[src/rtl/rxq_pkg.sv]
package rxq_pkg;
  localparam int BYTE_W = 8;

  typedef struct packed {
    logic              ovr;
    logic              ferr;
    logic              perr;
    logic [BYTE_W-1:0] data;
  } rxq_entry_t;

  typedef enum logic [2:0] {
    S_IDLE,
    S_START,
    S_DATA,
    S_PAR,
    S_STOP
  } rxq_state_t;
endpackage

[src/rtl/rxq_sampler.sv]
module rxq_sampler
  import rxq_pkg::*;
(
  input  logic       clk,
  input  logic       rst_n,
  input  logic       tick,
  input  logic       enable,
  input  logic       flush,
  input  logic [1:0] char_len,
  input  logic       par_en,
  input  logic       par_odd,
  input  logic       serial_in,
  output logic       done,
  output rxq_entry_t word
);
  logic [1:0]        sync_q;
  logic              line;
  rxq_state_t        st_q, st_d;
  logic [3:0]        cnt_q, cnt_d;
  logic [2:0]        idx_q, idx_d;
  logic [BYTE_W-1:0] sh_q, sh_d;
  logic              pbit_q, pbit_d;
  logic              done_q, done_d;
  rxq_entry_t        word_q, word_d;
  logic [BYTE_W-1:0] aligned;
  logic              last_bit;

  assign line     = sync_q[1];
  assign aligned  = sh_q >> (2'd3 - char_len);
  assign last_bit = (idx_q == ({1'b0, char_len} + 3'd4));

  always_ff @(posedge clk or negedge rst_n) begin
    if (!rst_n) sync_q <= 2'b11;
    else        sync_q <= {sync_q[0], serial_in};
  end

  always_comb begin
    st_d   = st_q;
    cnt_d  = cnt_q;
    idx_d  = idx_q;
    sh_d   = sh_q;
    pbit_d = pbit_q;
    done_d = 1'b0;
    word_d = word_q;
    if (!enable || flush) begin
      st_d  = S_IDLE;
      cnt_d = '0;
    end else if (tick) begin
      unique case (st_q)
        S_IDLE: begin
          if (!line) begin
            st_d  = S_START;
            cnt_d = '0;
          end
        end
        S_START: begin
          if (cnt_q == 4'd7) begin
            cnt_d = '0;
            idx_d = '0;
            st_d  = line ? S_IDLE : S_DATA;
          end else begin
            cnt_d = cnt_q + 4'd1;
          end
        end
        S_DATA: begin
          if (cnt_q == 4'd15) begin
            cnt_d = '0;
            sh_d  = {line, sh_q[BYTE_W-1:1]};
            if (last_bit) st_d = par_en ? S_PAR : S_STOP;
            else          idx_d = idx_q + 3'd1;
          end else begin
            cnt_d = cnt_q + 4'd1;
          end
        end
        S_PAR: begin
          if (cnt_q == 4'd15) begin
            cnt_d  = '0;
            pbit_d = line;
            st_d   = S_STOP;
          end else begin
            cnt_d = cnt_q + 4'd1;
          end
        end
        S_STOP: begin
          if (cnt_q == 4'd15) begin
            cnt_d       = '0;
            st_d        = S_IDLE;
            done_d      = 1'b1;
            word_d.data = aligned;
            word_d.perr = par_en & (^aligned ^ pbit_q ^ par_odd);
            word_d.ferr = ~line;
            word_d.ovr  = 1'b0;
          end else begin
            cnt_d = cnt_q + 4'd1;
          end
        end
        default: st_d = S_IDLE;
      endcase
    end
  end

  always_ff @(posedge clk or negedge rst_n) begin
    if (!rst_n) begin
      st_q   <= S_IDLE;
      cnt_q  <= '0;
      idx_q  <= '0;
      sh_q   <= '0;
      pbit_q <= 1'b0;
      done_q <= 1'b0;
      word_q <= '0;
    end else begin
      st_q   <= st_d;
      cnt_q  <= cnt_d;
      idx_q  <= idx_d;
      sh_q   <= sh_d;
      pbit_q <= pbit_d;
      done_q <= done_d;
      word_q <= word_d;
    end
  end

  assign done = done_q;
  assign word = word_q;


  smp_done_pulse_chk: assert property (@(posedge clk) disable iff (!rst_n)
    done_q |=> !done_q);


  smp_disable_chk: assert property (@(posedge clk) disable iff (!rst_n)
    !enable |=> (st_q == S_IDLE));
endmodule

[src/rtl/rxq_fifo.sv]
module rxq_fifo
  import rxq_pkg::*;
#(
  parameter  int DEPTH = 8,
  localparam int AW    = $clog2(DEPTH),
  localparam int CW    = $clog2(DEPTH + 1)
) (
  input  logic          clk,
  input  logic          rst_n,
  input  logic          flush,
  input  logic          push,
  input  rxq_entry_t    wr_word,
  input  logic          pop,
  output logic          rd_valid,
  output rxq_entry_t    rd_word,
  output logic [CW-1:0] count
);
  rxq_entry_t    mem [DEPTH];
  logic [AW-1:0] wr_ptr_q, wr_ptr_d;
  logic [AW-1:0] rd_ptr_q, rd_ptr_d;
  logic [CW-1:0] count_q, count_d;
  logic          full, empty;
  logic          do_pop, do_push, mark_ovr;

  assign full     = (count_q == CW'(DEPTH));
  assign empty    = (count_q == '0);
  assign do_pop   = pop && !empty && !flush;
  assign do_push  = push && !flush && (!full || do_pop);
  assign mark_ovr = push && !flush && full && !do_pop;

  always_comb begin
    wr_ptr_d = wr_ptr_q;
    rd_ptr_d = rd_ptr_q;
    count_d  = count_q;
    if (flush) begin
      wr_ptr_d = '0;
      rd_ptr_d = '0;
      count_d  = '0;
    end else begin
      if (do_push) wr_ptr_d = wr_ptr_q + AW'(1);
      if (do_pop)  rd_ptr_d = rd_ptr_q + AW'(1);
      count_d = count_q + CW'(do_push) - CW'(do_pop);
    end
  end

  always_ff @(posedge clk or negedge rst_n) begin
    if (!rst_n) begin
      wr_ptr_q <= '0;
      rd_ptr_q <= '0;
      count_q  <= '0;
    end else begin
      wr_ptr_q <= wr_ptr_d;
      rd_ptr_q <= rd_ptr_d;
      count_q  <= count_d;
    end
  end

  always_ff @(posedge clk) begin
    if (do_push)       mem[wr_ptr_q] <= wr_word;
    else if (mark_ovr) mem[wr_ptr_q - AW'(1)].ovr <= 1'b1;
  end

  assign rd_valid = !empty;
  assign rd_word  = empty ? '0 : mem[rd_ptr_q];
  assign count    = count_q;


  fifo_no_overflow_chk: assert property (@(posedge clk) disable iff (!rst_n)
    count_q <= CW'(DEPTH));


  fifo_flush_chk: assert property (@(posedge clk) disable iff (!rst_n)
    flush |=> (count_q == '0));


  fifo_pop_chk: assert property (@(posedge clk) disable iff (!rst_n)
    (pop && !empty && !push && !flush) |=> (count_q == $past(count_q) - CW'(1)));


  fifo_drop_hold_chk: assert property (@(posedge clk) disable iff (!rst_n)
    (push && full && !pop && !flush) |=> (count_q == $past(count_q)));
endmodule

[src/rtl/rxq_top.sv]
module rxq_top
  import rxq_pkg::*;
#(
  parameter  int DEPTH = 8,
  localparam int CW    = $clog2(DEPTH + 1)
) (
  input  logic          clk,
  input  logic          rst_n,
  input  logic          tick16,
  input  logic          rx_en,
  input  logic          rx_flush,
  input  logic [1:0]    char_len,
  input  logic          par_en,
  input  logic          par_odd,
  input  logic [CW-1:0] trig_lvl,
  input  logic          serial_in,
  input  logic          pop,
  output logic          rd_valid,
  output logic [7:0]    rd_data,
  output logic          rd_perr,
  output logic          rd_ferr,
  output logic          rd_ovr,
  output logic [CW-1:0] fill,
  output logic          rx_ready
);
  logic       smp_done;
  rxq_entry_t smp_word;
  rxq_entry_t head;

  rxq_sampler u_sampler (
    .clk       (clk),
    .rst_n     (rst_n),
    .tick      (tick16),
    .enable    (rx_en),
    .flush     (rx_flush),
    .char_len  (char_len),
    .par_en    (par_en),
    .par_odd   (par_odd),
    .serial_in (serial_in),
    .done      (smp_done),
    .word      (smp_word)
  );

  rxq_fifo #(.DEPTH(DEPTH)) u_fifo (
    .clk      (clk),
    .rst_n    (rst_n),
    .flush    (rx_flush),
    .push     (smp_done),
    .wr_word  (smp_word),
    .pop      (pop),
    .rd_valid (rd_valid),
    .rd_word  (head),
    .count    (fill)
  );

  assign rd_data  = head.data;
  assign rd_perr  = head.perr;
  assign rd_ferr  = head.ferr;
  assign rd_ovr   = head.ovr;
  assign rx_ready = (fill >= trig_lvl);


  top_empty_valid_chk: assert property (@(posedge clk) disable iff (!rst_n)
    (fill == '0) |-> !rd_valid);
endmodule

[config.mk]
export PLATFORM = sky130hd
export DESIGN_NAME = rxq_top
export DESIGN_NICKNAME = d
export VERILOG_FILES = /design/src/rtl/rxq_pkg.sv /design/src/rtl/rxq_sampler.sv /design/src/rtl/rxq_fifo.sv /design/src/rtl/rxq_top.sv
export SDC_FILE = /design/constraint.sdc
export NUM_CORES = 1
export LEC_CHECK = 0
export ABC_AREA = 1
export BUFFER_PORTS_ARGS = -buffer_cell sky130_fd_sc_hd__buf_4
export CORE_ASPECT_RATIO = 1.1
export CORE_MARGIN = 3
export CORE_UTILIZATION = 30
export DETAILED_ROUTE_END_ITERATION = 12
export GPL_TIMING_DRIVEN = 1
export PLACE_DENSITY = 0.51
export SYNTH_ARGS = -nofsm -noshare
export SYNTH_HDL_FRONTEND = slang
export SYNTH_SLANG_ARGS = --single-unit
[constraint.sdc]
create_clock -name clk -period 7.8 [get_ports clk]
set_input_delay 0.78 -clock clk [delete_from_list [all_inputs] [get_ports clk]]
set_output_delay 0.78 -clock clk [all_outputs]
set_load 0.02 [all_outputs]
# After elaboration in Yosys (flattened, before gate mapping)
# Memory sizes are Yosys's and may differ from the RTL's.
# Cells that the tools add are included.
[word_totals]
n_memories = 1
ram_bits = 88
wordCells = 115
register_bits = 42
[mem_list]
columns = ["name", "depth", "word_bits", "read_ports", "rd_ports_with_merged_regs", "write_ports", "line_no", "text"]
rows = [
  ["u_fifo.mem", 8, 11, 1, 0, 1, "rxq_fifo.sv:18", "rxq_entry_t mem [DEPTH];"],
]
[op_classes]
n_shift = 1
eq_ne = 17
n_mux = 39
bitwise_logic = 5
n_addsub = 9
magnitude_cmp = 1
n_reduce_logical = 29
[op_table]
columns = ["cell", "n"]
rows = [
  ["$mux 3", 17],
  ["$mux 4", 6],
  ["$mux 11", 2],
  ["$ne 3x1->1 const B", 5],
  ["$pmux 3 s5", 1],
  ["$pmux 4 s3", 1],
  ["$reduce_and 4->1", 3],
  ["$reduce_or 11->1", 1],
  ["$add 3x1->3 const B", 3],
  ["$mux 1", 9],
  ["$eq 4x4->1 const B", 2],
  ["$reduce_bool 2->1", 4],
  ["$reduce_xor 8->1", 1],
  ["$shr 8x2->8", 1],
  ["$reduce_and 7->1", 1],
  ["$eq 3x2->1 const B", 2],
  ["$logic_and 1x1->1", 6],
  ["$pmux 3 s2", 1],
  ["$reduce_and 6->1", 1],
  ["$logic_not 1->1", 5],
  ["$add 4x1->4", 1],
  ["$add 4x1->4 const B", 1],
  ["$eq 4x3->1 const B", 1],
  ["$ge 4x4->1", 1],
  ["20 further kinds", 25],
]

# Longest topological paths before layout
# Gate-level depths: netlist of run 1.
[logic_depth]
depth_word = 11
depth_mapped = 14
ltp_nobuf = 13

# Hierarchy
# A second synthesis of run 1 with hierarchy kept.
[unflattened]
cells_unflattened = 688
hier_area_um2 = 6398.6
[by_module_without_submodules]
columns = ["mod", "cells_per_inst", "instances", "area_per_inst_um2"]
rows = [
  ["rxq_fifo", 401, 1, 4383.0],
  ["rxq_sampler", 269, 1, 1908.1],
  ["rxq_top", 18, 1, 107.6],
]

# Worst setup path after synthesis of run 1
# No wires, ideal clock.
[synth_path]
kind = "register to register"
startpoint = "register u_fifo.count_q[2] (netlist: u_fifo.count[2])"
endpoint = "memory u_fifo.mem[1][0] in the netlist's numbering, enable pin"
path_buffers = 0
stages_incl_launch_ff = 12
slack_ns = 5.172
t_arrival_ns = 2.238
synth_period_minus_slack_ns = 2.628
path_cell_list = "dfrtp_1 inv_1 ha_1 nand3_2 nand3_2 nand2_2 clkinv_2 nand2_4 nand2_1 o21ai_1 nand2_1 nor3_1"
[synth_between]
elab_chain_len = 11
word_cells_on_any_way = 19
cone_classes = "1 x eq/ne; 7 x mux; 11 x reduce/logical"
[synth_rtl]
columns = ["item", "line_no", "text"]
rows = [
  ["from (decl)", "rxq_fifo.sv:21", "logic [CW-1:0] count_q, count_d;"],
  ["from (signal assigned)", "rxq_fifo.sv:54", "count_q <= count_d;"],
  ["$logic_not 4->1", "rxq_fifo.sv:26", "assign empty = (count_q == '0);"],
  ["$logic_not 1->1", "rxq_fifo.sv:27", "assign do_pop = pop && !empty && !flush;"],
  ["$logic_and 1x1->1 (2 in series)", "rxq_fifo.sv:27", ""],
  ["$logic_not 1->1", "rxq_fifo.sv:29", "assign mark_ovr = push && !flush && full && !do_pop;"],
  ["$logic_and 1x1->1", "rxq_fifo.sv:29", ""],
  ["$mux 1", "rxq_fifo.sv:60", "else if (mark_ovr) mem[wr_ptr_q - AW'(1)].ovr <= 1'b1;"],
  ["$mux 1", "rxq_fifo.sv:59", "if (do_push) mem[wr_ptr_q] <= wr_word;"],
  ["$mux 1 (not written as such)", "rxq_fifo.sv:60", ""],
  ["$reduce_or 11->1 (no source line)", "-", ""],
  ["$mux 3 (no source line) or $mux 2 (tied branches)", "-", ""],
  ["to (decl)", "rxq_fifo.sv:18", ""],
]
# Parallel ways exist; a longest one is shown, timed or not.

# Final worst setup path of run 1
[layout_path]
startpoint = "register u_fifo.rd_ptr_q[0]"
endpoint = "output port rd_perr"
[layout_between]
elab_chain_len = 2
[layout_rtl]
columns = ["item", "line_no", "text"]
rows = [
  ["from (decl)", "rxq_fifo.sv:20", "logic [AW-1:0] rd_ptr_q, rd_ptr_d;"],
  ["from (signal assigned)", "rxq_fifo.sv:53", "rd_ptr_q <= rd_ptr_d;"],
  ["$mem_v2 8x11", "-", ""],
  ["$mux 11", "rxq_fifo.sv:64", "assign rd_word = empty ? '0 : mem[rd_ptr_q];"],
  ["to (decl)", "rxq_top.sv:20", "output logic rd_perr,"],
]
# No other way between the ends.

==> metrics.cfg, run 1 <==
[worst_setup_path]
slowest_stage = clkinv_1
path_cells = clkinv_1 -> o21ai_0 -> o22ai_1 -> o21ai_1 -> a31oi_1 -> buf_4
crit_type = flop to primary output
crit_fanout = 46
cpPeakStageDelay_ns = 0.85
worstPathRequired_ns = 7.02
crit_path_end_kind = primary output
start_kind = flop
crit_arrival_ns = 2.77

[timing]
hold_viol = 0
worst_hold_slack_ns = 0.345
worst_pin_slew_ns = 1.10
finalSetupViolCount = 0
skew_ns = 0.00931
tns_ns = 0
finalCritPeriodShare_pct = 45.6
slew_headroom_pct = 26.4
layout_min_cycle_time_ns = 3.55
rsz0062_at_grt = no
max_clock_freq_mhz = 281
timing.final.max_slew_violations = 0

[logic_synthesis]
synth_fp_nets = 691
synth_common_cells = 120 x nand2_1, 97 x nor2_1, 88 x edfxtp_1, 86 x o21ai_0, 58 x inv_1
ys_ff_latch = 130
synth_edf_count = 88
yosys.area.top_type = edfxtp_1
syn_area_per_cell_sq_um = 9.50
synth_flop_cell = edfxtp_1
ys_types = 39
syn-cell-area_sq_mm = 0.00627
synth_top_area_share_pct = 42.2
yosysWarnings = 0
async_reset_ff_share_pct = 32.3
synth_area_leaders = edfxtp_1 42%, dfrtp_1 16%, nand2_1 7.2%
syn-instance-count = 660
yosysMostFrequentCell = nand2_1
ys_seq_area_share_pct = 59.0

[floorplanning]
dieWidth_microns = 144
rows = 54
initial_core_util_pct = 31.0
dieArea_sq_mm = 0.0227
io_pins = 32
die_h_microns = 158
core-area_sq_mm = 0.0202

[global_route]
antenna_found_initial = 0
first_global_vias = 4444
grtUsageTotal_pct = 12.7
grt_remaining_overflow = 0
grt_pass1_wl_microns = 22400
grt_max_degree = 47

[detailed_routing]
wl_per_cell_microns = 14.3
drt_iter0_markers = 322
ant_nets = 0
drt_wl_total_microns = 13700
drtPass1Iterations = 5
vias = 4557
route.detailed.drc = 0
via_per_inst = 4.77

[clock_network]
tritoncts = done
clk_latency_ns = 0.42
cts_setup_buffers = 0
clk_pin_slew_ns = 0.06
cts_max_level = 4
cts_buffers = 17
root_buffer = clkbuf_16
cts_resized = 0
cts_buffer_depth = 2
clock_sinks = 130
hold_buffers = 0

[outcome]
status = completed

[worst_hold_path]
worstHoldPathType = input pin to asynchronous set/reset pin

[place]
hpwl_microns = 9180
portBuffers = 31
place_area_sq_mm = 0.00676
gp_congestion = 0.819
placed_cells = 923

[layout]
design_area_sq_mm = 0.00735
drive_above_1_share_pct = 13.2
regArea_sq_mm = 0.00370
antenna_cells = 0
multiInputGateArea_sq_mm = 0.00223
final_cells = 955
final_nets = 721
fillerInstances = 2009
area_growth_pct = 17.2

[run]
cap_violations = 0

[power]
ir_worst_vdd_v = 0.000142
powerDensity_mw_per_mm2 = 286
total_leakage_power_uw = 0.00305

[critical path, delay by kind of cell, from the launching register on]
kind / cells / cell delay, ns
AOI/OAI and AO/OA: 4 / 0.94
buffers and inverters: 2 / 1.06
DFF: 1 / 0.34
[through the flow]
stage	utilization, %	worst slack (ns)	total power [uW]
global route	36.4	3.89	2210
detailed placement	33.4	4.63	1330
CTS	36.4	4.18	2120
floorplan	-	5.17	1130
finish	36.4	4.25	2100
global placement	33.4	4.67	1320
[per-layer routing]
metal | part of all wire (%) | vias to the layer above | global-route usage (%)
met3 | 4.2 | 17 | 2.96
met4 | 1.8 | 0 | 5.11
met1 | 46 | 2143 | 16.1
li1 | - | 2296 | -
met5 | 0 | - | 0
met2 | 48 | 101 | 21.0
[cell families after synthesis]
kind of cell    count (synthesis)  synth area share, %
simple gates                  287                 19.6
fa+ha+maj                      16                 3.31
compound gates                132                 11.3
xor+xnor                        6                 1.14
buf+inv                        88                 5.55
flops                         130                 59.0
mux                             1                0.180
[where the power goes]
part	internal [uW]	switching, uW	total (uW)
clock	500	296	796
sequential	744	19.0	763
combinational	202	340	542
[placed cells by master, fill, tap and decap left out, drive strengths merged]
cell type  instances
clkbuf            18
ha                15
mux2               1
a31oi             11
or2                2
nor2             106
clkinvlp           5
bufinv             3
buf               38
o211ai             1
dfstp              2
nand3b             1
fa                 1
xnor2              4
inv               61
edfxtp            88
o22ai             12
o21ai             94
a21o               2
nand4              4
xor2               2
nand3             44
clkinv             6
nand2            124
nor3b              1
dfrtp             40
nor3               5
a21oi             11
o21a               1
[path summary, 6_finish.rpt]
path	startpoint	end	slack, ns	cells past startpoint
max reg2reg	u_fifo.count[2]	u_fifo.mem[2][5]	4.86	10
min	rst_n	u_sampler.sh_q[6]	0.35	1
max in group asynchronous	rst_n	u_fifo.rd_ptr_q[2]	7.06	1
max	u_fifo.rd_ptr_q[0]	rd_perr	4.25	6
min in group clk	u_sampler.sync_q[0]	u_sampler.sync_q[1]	0.35	0
min reg2reg	u_sampler.sync_q[0]	u_sampler.sync_q[1]	0.35	0
[layout make-up]
class	count	share of cell area, %
timing repair buffer	38	3.88
sequential	130	50.3
multi-input combinational	442	30.3
clock inverter	14	2.21
inverter	61	3.13
clock buffer	18	5.84
tap	252	4.29
[state kept, by name, summed over array words and instances, names as in the netlist]
name,count
u_fifo.count,4
u_fifo.mem,88
u_fifo.rd_ptr_q,3
u_fifo.wr_ptr_q,3
u_sampler.cnt_q,4
u_sampler.done,1
u_sampler.idx_q,3
u_sampler.pbit_q,1
u_sampler.sh_q,8
u_sampler.st_q,3
u_sampler.sync_q,2
u_sampler.word,10
Power figures use the tool's default switching activity.
==> inputs of run 2 (changes only) <==
Clock period 7.8 ns to 3.3 ns, I/O delays scaled along.
==> metrics.cfg, run 2 (same netlist as run 1, synthesis figures left out) <==
[power]
total_power_uw = 4950  ; was 2100 uW
p_clk_share_pct = 37.3  ; was 37.9%
pwr-share-comb_pct = 26.6  ; was 25.8%
total_leakage_power_uw = 0.00308  ; was 0.00305 uW
intPower_uw = 3370  ; was 1450 uW
power.switching_uw = 1580  ; was 654 uW
seqPwrFrac_pct = 36.1  ; was 36.3%
ir_worst_vdd_v = 0.000367  ; was 0.000142 V
netSwitchingFraction_pct = 32.0  ; was 31.1%
powerDensity_mw_per_mm2 = 671  ; was 286 mW/mm^2

[timing]
worst_pin_slew_ns = 0.752  ; was 1.10 ns
tns_ns = 0  ; unchanged
finalSetupViolCount = 0  ; unchanged
timing.final.max_slew_violations = 0  ; unchanged
layout_min_cycle_time_ns = 2.69
slew_headroom_pct = 49.8  ; was 26.4%
rsz0062_at_grt = no  ; unchanged
finalCritPeriodShare_pct = 81.6
max_clock_freq_mhz = 371
hold_viol = 0  ; unchanged
skew_ns = 0.00923  ; was 0.00931 ns

[floorplanning]
dieWidth_microns = 144  ; unchanged
initial_core_util_pct = 31.0  ; unchanged
die_h_microns = 158  ; unchanged
core-area_sq_mm = 0.0202  ; unchanged
dieArea_sq_mm = 0.0227  ; unchanged
io_pins = 32  ; unchanged
rows = 54  ; unchanged

[worst_hold_path]
min_path_cells = 1
hold_start = serial_in
worstHoldPathType = input pin to flop  ; was input pin to asynchronous set/reset pin
hold_end = u_sampler.sync_q[0]

[worst_setup_path]
rr_startpoint = u_fifo.count[2]  ; unchanged
worstPathRequired_ns = 2.97  ; was 7.02 ns
r2r_end = u_fifo.mem[7][7]  ; was u_fifo.mem[2][5]
r2r_cells = 13  ; was 10
crit_fanout = 27  ; was 46
start_kind = flop  ; unchanged
crit_type = flop to primary output  ; unchanged
reg2reg_slack_ns = 0.88  ; was 4.86 ns
crit_arrival_ns = 2.36  ; was 2.77 ns
crit_path_end_kind = primary output  ; unchanged

[detailed_routing]
ant_nets = 0  ; unchanged
drtPass1Iterations = 4  ; was 5
drt_iter0_markers = 230  ; was 322
via_per_inst = 4.78  ; was 4.77
route.detailed.drc = 0  ; unchanged
drt_wl_total_microns = 13700  ; about the same
vias = 4590  ; was 4557
wl_per_cell_microns = 14.3  ; about the same

[clock_network]
cts_setup_buffers = 0  ; unchanged
cts_resized = 0  ; unchanged
root_buffer = clkbuf_16  ; unchanged
clock_sinks = 130  ; unchanged
cts_buffers = 17  ; unchanged
cts_buffer_depth = 2  ; unchanged
clk_pin_slew_ns = 0.06  ; about the same
tritoncts = done  ; unchanged
cts_max_level = 4  ; unchanged
clk_latency_ns = 0.41  ; was 0.42 ns

[layout]
layout_commonest_cell = nand2_1  ; unchanged
largest_reg_flops = 88  ; unchanged
area_growth_pct = 17.8  ; was 17.2%
fillerInstances = 2006  ; was 2009
regMostFlops = u_fifo.mem  ; unchanged
layout_common_cells = 120 x nand2_1, 97 x nor2_1, 88 x edfxtp_1, 86 x o21ai_0, 58 x inv_1  ; unchanged
drive_above_1_share_pct = 13.8  ; was 13.2%
antenna_cells = 0  ; unchanged
final_nets = 727  ; was 721
final_cells = 961  ; was 955

[place]
placed_cells = 928  ; was 923
hpwl_microns = 9330  ; was 9180 microns
gp_congestion = 0.860  ; was 0.819
portBuffers = 31  ; unchanged

[global_route]
first_global_vias = 4546  ; was 4444
grt_max_degree = 46  ; was 47
grt_pass1_wl_microns = 23400  ; was 22400 microns
antenna_found_initial = 0  ; unchanged
grtUsageTotal_pct = 13.1  ; was 12.7%
grt_remaining_overflow = 0  ; unchanged

[outcome]
status = completed  ; unchanged

[run]
cap_violations = 0  ; unchanged

-- run 2: worst max-delay path by stage --
stage / startpoint / endpoint / slack, ns / depth (start not counted)
after detailed placement: u_fifo.count[2] / u_fifo.mem[0][1] / 0.86 / 9
after floorplan: u_fifo.count[2] / u_fifo.mem[1][0] / 0.67 / 11
after global placement: u_fifo.count[2] / u_fifo.mem[5][7] / 0.93 / 13
final: u_fifo.rd_ptr_q[0] / rd_data[3] / 0.61 / 6
after CTS: u_fifo.rd_ptr_q[0] / rd_data[1] / 0.58 / 6
after global routing: u_fifo.rd_ptr_q[0] / rd_data[1] / 0.31 / 6
-- run 2: final cells by class --
type	count	area, sq um	share of cell area, %
clock buffer	18	429	5.81
clock inverter	14	158	2.13
inverter	61	230	3.12
multi-input combinational	442	2220	30.1
sequential	130	3700	50.1
tap	252	315	4.27
timing repair buffer	44	333	4.51
-- run 2: what timing repair did --
| action | in CTS | in global routing |
|---|---|---|
| hold buffers | 1 | 0 |
| endpoints found under the setup margin | 0 | 0 |
| hold endpoints to repair | 40 | 0 |
-- run 2: layer usage --
layer	wire length, microns	track usage, %	vias to the layer above
met3	380	2.90	16
met1	6750	17.8	2201
met2	6400	21.0	65
li1	-	-	2308
met4	173	3.95	0
met5	0	0	-
-- run 2: power by group through the flow --
stage	logic (uW)	clock network, uW	registers [uW]
floorplan	836	0	1840
global placement	1330	0	1820
detailed placement	1340	0	1820
CTS	1340	1890	1790
global route	1490	1960	1790
finish	1320	1850	1790
-- run 2: metrics by stage --
step	setup slack [ns]	hold slack [ns]	area, sq um	utilization, %
after floorplan	0.672	0.0344	6270	-
after detailed placement	0.864	0.348	6790	33.6
after CTS	0.581	0.00662	7380	36.6
final	0.606	0.0231	7380	36.6
after global routing	0.310	0.00735	7380	36.6
after global placement	0.926	0.345	6790	33.6
-- run 2: critical path: stages, from the launching register on --
cell	delay [ns]
dfrtp_1	0.34
clkinv_1	0.56
o21ai_0	0.39
o22ai_1	0.13
o21ai_0	0.25
a31oi_1	0.07
buf_4	0.20
==> inputs of run 3 (changes only) <==
Clock period 3.3 ns to 2.5 ns, I/O delays scaled along.
==> metrics.cfg, run 3 (same netlist as run 1, synthesis figures left out) <==
[detailed_routing]
wl_per_cell_microns = 14.7  ; was 14.3 microns
drtPass1Iterations = 5  ; was 4
drt_wl_total_microns = 14400  ; was 13700 microns
route.detailed.drc = 0  ; unchanged
ant_nets = 0  ; unchanged
drt_iter0_markers = 193  ; was 230
via_per_inst = 4.79  ; was 4.78
vias = 4678  ; was 4590

[run]
cap_violations = 0  ; unchanged

[worst_setup_path]
start_kind = flop  ; unchanged
worstPathRequired_ns = 2.25  ; was 2.97 ns
crit_fanout = 45  ; was 27
slowest_stage = dfrtp_1  ; was clkinv_1
crit_top_cell = o21ai_0  ; unchanged
crit_path_end_kind = primary output  ; unchanged
path_cells = buf_6 -> o21ai_0 -> o22ai_1 -> o21ai_0 -> a31oi_1 -> buf_4  ; was clkinv_1 -> o21ai_0 -> o22ai_1 -> o21ai_0 -> a31oi_1 -> buf_4
cpPeakStageDelay_ns = 0.37  ; was 0.56 ns
crit_arrival_ns = 2.05  ; was 2.36 ns
crit_type = flop to primary output  ; unchanged

[power]
p_clk_share_pct = 38.9  ; was 37.3%
seqPwrFrac_pct = 34.7  ; was 36.1%
intPower_uw = 4680  ; was 3370 uW
pwr-share-comb_pct = 26.4  ; was 26.6%
netSwitchingFraction_pct = 31.2  ; was 32.0%
total_leakage_power_uw = 0.00321  ; was 0.00308 uW
powerDensity_mw_per_mm2 = 900  ; was 671 mW/mm^2
ir_worst_vdd_v = 0.000491  ; was 0.000367 V
power.switching_uw = 2120  ; was 1580 uW

[layout]
drive_above_1_share_pct = 16.0  ; was 13.8%
fillerInstances = 2021  ; was 2006
largest_reg_flops = 88  ; unchanged
antenna_cells = 0  ; unchanged
area_growth_pct = 20.6  ; was 17.8%
regMostFlops = u_fifo.mem  ; unchanged
design_area_sq_mm = 0.00756  ; was 0.00738 sq mm
layout_commonest_cell = nand2_1  ; unchanged
layout_common_cells = 120 x nand2_1, 97 x nor2_1, 88 x edfxtp_1, 86 x o21ai_0  ; was 120 x nand2_1, 97 x nor2_1, 88 x edfxtp_1, 86 x o21ai_0, 58 x inv_1
final_nets = 744  ; was 727

[floorplanning]
die_h_microns = 158  ; unchanged
rows = 54  ; unchanged
dieArea_sq_mm = 0.0227  ; unchanged
io_pins = 32  ; unchanged
dieWidth_microns = 144  ; unchanged
core-area_sq_mm = 0.0202  ; unchanged
initial_core_util_pct = 31.0  ; unchanged

[timing]
rsz0062_at_grt = no  ; unchanged
skew_ns = 0.00936  ; was 0.00923 ns
timing.final.max_slew_violations = 0  ; unchanged
slew_headroom_pct = 60.1  ; was 49.8%
max_clock_freq_mhz = 435
worst_hold_slack_ns = 0.0592  ; was 0.0231 ns
finalSetupViolCount = 0  ; unchanged
finalCritPeriodShare_pct = 92.0
setup_slack_ns = 0.200  ; was 0.606 ns
layout_min_cycle_time_ns = 2.30
hold_viol = 0  ; unchanged
worst_pin_slew_ns = 0.596  ; was 0.752 ns

[outcome]
status = completed  ; unchanged

[worst_hold_path]
worstHoldPathType = input pin to flop  ; unchanged

[clock_network]
cts_buffer_depth = 2  ; unchanged
clk_latency_ns = 0.42  ; was 0.41 ns
clk_pin_slew_ns = 0.06  ; about the same
clock_sinks = 130  ; unchanged
root_buffer = clkbuf_16  ; unchanged
cts_max_level = 4  ; unchanged
cts_setup_buffers = 0  ; unchanged
tritoncts = done  ; unchanged
cts_buffers = 17  ; unchanged

[place]
hpwl_microns = 10000  ; was 9330 microns
gp_congestion = 0.837  ; was 0.860
portBuffers = 31  ; unchanged
dp_slack_ns = 0.297  ; was 0.864 ns
place_area_sq_mm = 0.00691  ; was 0.00679 sq mm

[global_route]
grt_pass1_wl_microns = 23600  ; was 23400 microns
first_global_vias = 4681  ; was 4546
grtUsageTotal_pct = 13.5  ; was 13.1%
grt_max_degree = 46  ; unchanged
antenna_found_initial = 0  ; unchanged
grt_remaining_overflow = 0  ; unchanged

==> run 3: through the flow <==
| stage | instances | power [uW] | TNS (ns) | util (%) |
|---|---|---|---|---|
| after floorplan | 660 | 3520 | -4.39 | - |
| after global placement | 944 | 4190 | 0 | 34.2 |
| after detailed placement | 944 | 4210 | 0 | 34.2 |
| after CTS | 977 | 6890 | 0 | 37.4 |
| after global routing | 977 | 7170 | 0 | 37.4 |
| final | 977 | 6800 | 0 | 37.4 |
==> run 3: layout make-up <==
class / count / area (sq um) / area share [%]
repair buffers: 61 / 467 / 6.17
flip-flops and latches: 130 / 3700 / 48.9
well taps: 252 / 315 / 4.17
clock buffers: 17 / 425 / 5.63
multi-input cells: 442 / 2220 / 29.4
inverters: 61 / 231 / 3.06
clock inverters: 14 / 201 / 2.66
==> run 3: path summary, 6_finish.rpt <==
kind / depth (start not counted) / start / slack [ns] / end
max in group asynchronous: 2 / rst_n / 1.75 / u_fifo.rd_ptr_q[0]
max: 6 / u_fifo.rd_ptr_q[0] / 0.20 / rd_data[5]
min: 2 / rx_flush / 0.06 / u_fifo.count[0]
max reg2reg: 10 / u_fifo.count[2] / 0.32 / u_fifo.mem[3][4]
min reg2reg: 0 / u_sampler.sync_q[0] / 0.36 / u_sampler.sync_q[1]
min in group asynchronous: 2 / rst_n / 0.36 / u_sampler.word[2]
==> run 3: power by group through the flow <==
stage / Clock (uW) / Sequential, uW / Combinational, uW
2_1_floorplan: 0 / 2420 / 1090
3_3_place_gp: 0 / 2400 / 1790
3_5_place_dp: 0 / 2400 / 1810
4_1_cts: 2710 / 2360 / 1820
5_1_grt: 2780 / 2370 / 2010
6_report: 2640 / 2360 / 1800
==> run 3: repair_timing <==
item                                    in CTS  in global routing
endpoints found under the setup margin       9                  6
hold buffers                                 2                  0
gates resized for setup                      1                  1
endpoints found under the hold margin       41                  0
==> run 3: routing by layer <==
| metal | track usage [%] | wire length, microns |
|---|---|---|
| met1 | 17.3 | 6690 |
| met2 | 22.1 | 6870 |
| met3 | 2.90 | 498 |
| met4 | 6.01 | 310 |
| met5 | 0 | 0 |
==> run 3: worst max-delay path, delay by kind of cell (launching register included) <==
kind,cells,cell delay (ns)
buf+inv,2,0.50
compound gates,4,0.73
flops,1,0.37
